[src/rtl/bru_pkg.sv]
package bru_pkg;

    localparam int XLEN     = 64;
    localparam int DISP_W   = 21;
    localparam int JHINT_W  = 14;
    localparam int REG_W    = 5;
    localparam int RAS_DEPTH = 4;

    typedef enum logic [1:0] {
        BK_NONE   = 2'd0,
        BK_COND   = 2'd1,
        BK_DIRECT = 2'd2,
        BK_JUMP   = 2'd3
    } kind_e;

    typedef enum logic [1:0] {
        RH_NONE = 2'd0,
        RH_CALL = 2'd1,
        RH_RET  = 2'd2,
        RH_RSVD = 2'd3
    } role_e;

endpackage

[src/rtl/bru_cond.sv]
// Condition evaluator: low two code bits pick a base test, bit 2 inverts it.
module bru_cond #(
    parameter int XLEN = 64
) (
    input  logic [2:0]      code,
    input  logic [XLEN-1:0] val,
    output logic            hit
);
    logic is_zero, is_neg, base;

    always_comb begin
        is_zero = (val == '0);
        is_neg  = val[XLEN-1];
        unique case (code[1:0])
            2'd0:    base = is_zero;
            2'd1:    base = is_neg;
            2'd2:    base = is_neg | is_zero;
            default: base = ~val[0];
        endcase
        hit = base ^ code[2];
    end
endmodule

[src/rtl/bru_target.sv]
// Address arithmetic: sequential PC, PC-relative target, register target, hinted target.
module bru_target #(
    parameter int XLEN    = 64,
    parameter int DISP_W  = 21,
    parameter int JHINT_W = 14
) (
    input  logic [XLEN-1:0]    pc,
    input  logic [DISP_W-1:0]  disp,
    input  logic [XLEN-1:0]    rb,
    input  logic [JHINT_W-1:0] jhint,
    output logic [XLEN-1:0]    npc,
    output logic [XLEN-1:0]    rel_tgt,
    output logic [XLEN-1:0]    reg_tgt,
    output logic [XLEN-1:0]    hint_tgt
);
    localparam int HINT_TOP = JHINT_W + 2;
    localparam logic [XLEN-1:0] LOW_MASK = (XLEN'(1) << HINT_TOP) - XLEN'(1);

    logic [XLEN-1:0] offset;

    always_comb begin
        npc      = pc + XLEN'(4);
        offset   = {{(XLEN-DISP_W-2){disp[DISP_W-1]}}, disp, 2'b00};
        rel_tgt  = npc + offset;
        reg_tgt  = rb & ~XLEN'(3);
        hint_tgt = (npc & ~LOW_MASK) | (XLEN'(jhint) << 2);
    end
endmodule

[src/rtl/bru_ras.sv]
// Circular return-address stack; DEPTH must be a power of two so the pointer wraps.
module bru_ras #(
    parameter int XLEN  = 64,
    parameter int DEPTH = 4
) (
    input  logic            clk,
    input  logic            rst_n,
    input  logic            push,
    input  logic            pop,
    input  logic [XLEN-1:0] push_val,
    output logic [XLEN-1:0] top,
    output logic            ok
);
    localparam int PW = (DEPTH > 1) ? $clog2(DEPTH) : 1;
    localparam int CW = $clog2(DEPTH + 1);

    typedef struct packed {
        logic [DEPTH-1:0][XLEN-1:0] ent;
        logic [PW-1:0]              wp;
        logic [CW-1:0]              cnt;
    } ras_t;

    ras_t s_d, s_q;
    logic [PW-1:0] top_idx;

    always_comb begin
        s_d     = s_q;
        top_idx = s_q.wp - PW'(1);
        ok      = (s_q.cnt != '0);
        top     = ok ? s_q.ent[top_idx] : '0;
        if (push) begin
            s_d.ent[s_q.wp] = push_val;
            s_d.wp          = s_q.wp + PW'(1);
            if (s_q.cnt != CW'(DEPTH)) s_d.cnt = s_q.cnt + CW'(1);
        end else if (pop && ok) begin
            s_d.wp  = top_idx;
            s_d.cnt = s_q.cnt - CW'(1);
        end
    end

    always_ff @(posedge clk) begin
        if (!rst_n) s_q <= '0;
        else        s_q <= s_d;
    end
endmodule

[src/rtl/branch_unit.sv]
module branch_unit
    import bru_pkg::*;
(
    input  logic                clk,
    input  logic                rst_n,
    input  logic                in_valid,
    input  logic [1:0]          in_kind,
    input  logic [2:0]          in_cond,
    input  logic [1:0]          in_hint,
    input  logic [REG_W-1:0]    in_ra_idx,
    input  logic [XLEN-1:0]     in_ra_val,
    input  logic [XLEN-1:0]     in_rb_val,
    input  logic [DISP_W-1:0]   in_disp,
    input  logic [JHINT_W-1:0]  in_jhint,
    input  logic [XLEN-1:0]     in_pc,
    output logic                out_valid,
    output logic                out_taken,
    output logic [XLEN-1:0]     out_target,
    output logic                out_pred_taken,
    output logic [XLEN-1:0]     out_pred_target,
    output logic                out_link_we,
    output logic [REG_W-1:0]    out_link_idx,
    output logic [XLEN-1:0]     out_link_data,
    output logic [XLEN-1:0]     ras_top,
    output logic                ras_ok
);
    localparam logic [REG_W-1:0] ZERO_REG = '1;

    typedef struct packed {
        logic              valid;
        logic              taken;
        logic [XLEN-1:0]   target;
        logic              pred_taken;
        logic [XLEN-1:0]   pred_target;
        logic              link_we;
        logic [REG_W-1:0]  link_idx;
        logic [XLEN-1:0]   link_data;
    } res_t;

    res_t r_d, r_q;

    logic            cond_hit;
    logic [XLEN-1:0] npc, rel_tgt, reg_tgt, hint_tgt;
    logic            hint_live, do_push, do_pop;
    kind_e           kind;
    role_e           role;

    bru_cond #(.XLEN(XLEN)) u_cond (
        .code (in_cond),
        .val  (in_ra_val),
        .hit  (cond_hit)
    );

    bru_target #(.XLEN(XLEN), .DISP_W(DISP_W), .JHINT_W(JHINT_W)) u_tgt (
        .pc       (in_pc),
        .disp     (in_disp),
        .rb       (in_rb_val),
        .jhint    (in_jhint),
        .npc      (npc),
        .rel_tgt  (rel_tgt),
        .reg_tgt  (reg_tgt),
        .hint_tgt (hint_tgt)
    );

    bru_ras #(.XLEN(XLEN), .DEPTH(RAS_DEPTH)) u_ras (
        .clk      (clk),
        .rst_n    (rst_n),
        .push     (do_push),
        .pop      (do_pop),
        .push_val (npc),
        .top      (ras_top),
        .ok       (ras_ok)
    );

    always_comb begin
        kind      = kind_e'(in_kind);
        role      = role_e'(in_hint);
        hint_live = in_valid && (kind == BK_DIRECT || kind == BK_JUMP);
        do_push   = hint_live && (role == RH_CALL);
        do_pop    = hint_live && (role == RH_RET);

        r_d           = '0;
        r_d.valid     = in_valid;
        r_d.link_idx  = in_ra_idx;
        r_d.link_data = npc;
        r_d.target    = rel_tgt;
        r_d.pred_target = npc;
        unique case (kind)
            BK_COND: begin
                r_d.taken      = cond_hit;
                r_d.pred_taken = in_disp[DISP_W-1];
                if (in_disp[DISP_W-1]) r_d.pred_target = rel_tgt;
            end
            BK_DIRECT: begin
                r_d.taken       = 1'b1;
                r_d.pred_taken  = 1'b1;
                r_d.pred_target = rel_tgt;
                r_d.link_we     = (in_ra_idx != ZERO_REG);
            end
            BK_JUMP: begin
                r_d.taken       = 1'b1;
                r_d.pred_taken  = 1'b1;
                r_d.target      = reg_tgt;
                r_d.pred_target = (role == RH_RET && ras_ok) ? ras_top : hint_tgt;
                r_d.link_we     = (in_ra_idx != ZERO_REG);
            end
            default: begin
                r_d.target = npc;
            end
        endcase
        if (!in_valid) r_d.link_we = 1'b0;
    end

    always_ff @(posedge clk) begin
        if (!rst_n) r_q <= '0;
        else        r_q <= r_d;
    end

    assign out_valid       = r_q.valid;
    assign out_taken       = r_q.taken;
    assign out_target      = r_q.target;
    assign out_pred_taken  = r_q.pred_taken;
    assign out_pred_target = r_q.pred_target;
    assign out_link_we     = r_q.link_we;
    assign out_link_idx    = r_q.link_idx;
    assign out_link_data   = r_q.link_data;
endmodule

[config.mk]
export PLATFORM = sky130hd
export DESIGN_NAME = branch_unit
export DESIGN_NICKNAME = d
export VERILOG_FILES = /design/src/rtl/bru_pkg.sv /design/src/rtl/bru_cond.sv /design/src/rtl/bru_target.sv /design/src/rtl/bru_ras.sv /design/src/rtl/branch_unit.sv
export SDC_FILE = /design/constraint.sdc
export NUM_CORES = 1
export LEC_CHECK = 0
export BUFFER_PORTS_ARGS = -buffer_cell sky130_fd_sc_hd__buf_2
export CELL_PAD_IN_SITES_DETAIL_PLACEMENT = 1
export CELL_PAD_IN_SITES_GLOBAL_PLACEMENT = 1
export CORE_ASPECT_RATIO = 0.8
export CORE_UTILIZATION = 41
export CTS_CLUSTER_DIAMETER = 150
export DETAILED_ROUTE_END_ITERATION = 10
export GPL_TIMING_DRIVEN = 0
export PLACE_DENSITY = 0.79
export SLEW_MARGIN = 20
export SYNTH_ARGS = -nofsm -noshare
export SYNTH_HDL_FRONTEND = slang
export SYNTH_SLANG_ARGS = --single-unit
[constraint.sdc]
create_clock -name clk -period 6.7 [get_ports clk]
set_clock_uncertainty 0.2 [all_clocks]
set_input_delay 0.67 -clock clk [delete_from_list [all_inputs] [get_ports clk]]
set_output_delay 0.67 -clock clk [all_outputs]
set_load 0.01 [all_outputs]
==> metrics <==
most frequent cell after synthesis=dfxtp_1; period utilization=1.00; Pleak=11.8 nW; die width=271 µm; vias in the first global route=25,900; global placer's final weighted congestion=1.04; largest area contributor in the netlist=dfxtp_1; Placed Area=27,400 µm²; Int Power=4.96 mW; die area=58,800 µm²; Combinational Power Share=0.207; status=complete, but fails checks; root buf cell=clkbuf_16; Cell Area, Synth=23,700 µm²; Yosys top cell area share=0.390; Final nets=3,653; setup violators final=1; clk buf depth=3; drt wl/cell=30.7 µm; initial antenna violation count=7; detailed router's first-iteration violation count=2,892; ys flop type=dfxtp_1; Post-synth EDFFs=0; DPL Wire Length=101,000 µm; routed wire length=127,000 µm; fin crit period=6.72 ns; PD cells=249 nW/µm²; ys async rst share=0; syn nets=3,097; worst slack, placed=-0.799 ns; Chip Height=217 µm; Placed Cells=4,042; Mapped Cells=2,774; DRC=0; GRT overflow=0; RSZ-0062 raised after global routing=no; Yosys reg bits=462; core area=56,900 µm²; top post-synthesis cells by area=dfxtp_1, a211oi_1, nor2_1, mux4_2, ha_1; design area=29,200 µm²; Final Total Pwr=7.24 mW; fmax=149 MHz; CTS Buf Count=46; # IOs=508; Slew Limit Fails=0; Vias/cell=6.30; Worst-path clk slew=0.06 ns; Site Rows=78; TNS Setup=-0.0168 ns; startpoint types=primary input; failing checks=setup timing; Crit. End Element=flip-flop; H-tree Lvls=2; largest net degree at the start of global routing=56; GRT Total Usage=0.418; Post-Layout Cell Count=4,126; Layout area overhead=23.0%; final core occ=0.512; sequential element share of the synthesized area=0.390; share of cells above drive strength 1=0.213; IO Port Bufs=505; Crit Path Class=primary input to flip-flop; Setup Buffers After CTS=0; clock power share=0.391; ANT nets after route=0; Mean Syn Cell Area=8.55 µm²; Slew @ Worst Pin=1.23 ns; list of most frequent post-synthesis cells=dfxtp_1, nor2_1, a211oi_1, nand2_1, clkbuf_1; Worst EP required=6.96 ns; Final Hold Viols=0; clock sink total=462; Worst IR Drop VDD=221 µV; CP Max Fanout=7; first-pass GRT wire length=181,000 µm; TritonRoute pass-1 iters=5; Min Hold Slack=0.0819 ns; min-delay worst type=primary input to flip-flop; Cell variety after synth=76; CTS tree=yes; worst endpoint data arrival time=6.98 ns; Final WS setup=-0.0168 ns; NetSw=2.29 mW; sequential power share=0.402; initial core utilization=0.417; clk_lat worst skew=0.62 ns; DR vias=26,000; switch share=0.316; max cap viols=0; YS warnings=0; headroom to the max-slew limit=0.176
==> cell type report <==
cell class	instances	area (µm²)
Fill cell	6862	27700
Multi-Input combinational cell	2004	13600
Sequential cell	462	9250
Timing Repair Buffer	509	2570
Clock buffer	63	1290
Tap cell	760	951
Buffer	209	817
Inverter	98	368
Clock inverter	18	332
Antenna cell	3	7.51
==> worst max-delay path, cell delays in order <==
cell	delay (ns)
buf_2	0.16
nand4_2	0.20
nor4_4	0.53
nand4_1	0.53
inv_1	0.34
nand2_1	0.10
xor2_1	0.78
inv_1	0.38
ha_1	0.44
a21oi_1	0.35
a21boi_0	0.53
o21a_1	0.32
a21oi_1	0.17
o21ai_0	0.73
a31oi_1	0.27
nor2_1	0.47
==> power groups by stage <==
stage / clock (mW) / sequential, mW / combinational, mW
after floorplan: 0 / 3.02 / 0.701
after global placement: 0 / 2.97 / 1.40
after detailed placement: 0 / 2.97 / 1.42
after CTS: 2.82 / 2.91 / 1.43
after global routing: 2.93 / 2.92 / 1.56
final: 2.83 / 2.91 / 1.50
==> cells in the final DEF (no fill, tap or decap), types with 79 or more instances in the layout <==
cell,n
buf_2,515
dfxtp_1,462
nor2_1,428
a211oi_1,269
nand2_1,205
clkbuf_1,178
a21oi_1,166
o21ai_0,110
inv_1,97
and2_1,88
ha_1,79
==> sequential cells by signal, indices dropped and copies added (netlist names) <==
signal	count
out_link_we	1
out_pred_target	64
out_taken	1
out_link_idx	5
out_link_data	64
out_target	64
out_pred_taken	1
out_valid	1
u_ras.s_q	261
==> cells by family after synthesis <==
kind of cell | share of synthesized area
adder cells (fa/ha/maj) | 0.0434
AND/OR/NAND/NOR | 0.185
flip-flops | 0.390
buffers and inverters | 0.0499
AO/OA/AOI/OAI | 0.228
multiplexers | 0.0625
XOR/XNOR | 0.0414
==> per-layer routing <==
layer  vias up  share of wire  global-route usage
li1      11100              -                   -
met1     13100           0.43               0.584
met2      1518           0.42               0.615
met3       276           0.11               0.115
met4         4          0.036               0.146
met5         -        0.00013                   0
==> worst paths after layout <==
path | depth (start not counted) | slack, ns | to | startpoint
max | 16 | -0.02 | out_pred_target[51] | in_pc[10]
min | 2 | 0.08 | out_link_we | in_ra_idx[3]
max reg2reg | 9 | 1.07 | out_pred_target[23] | u_ras.s_q[3]
min reg2reg | 2 | 0.28 | u_ras.s_q[197] | u_ras.s_q[197]
==> timing repair <==
action,in CTS,in global routing
hold buffers,0,0
setup endpoints to repair,47,17
resized for setup,2,11
endpoints found under the hold margin,0,0
(Power assumes the default switching activity.)
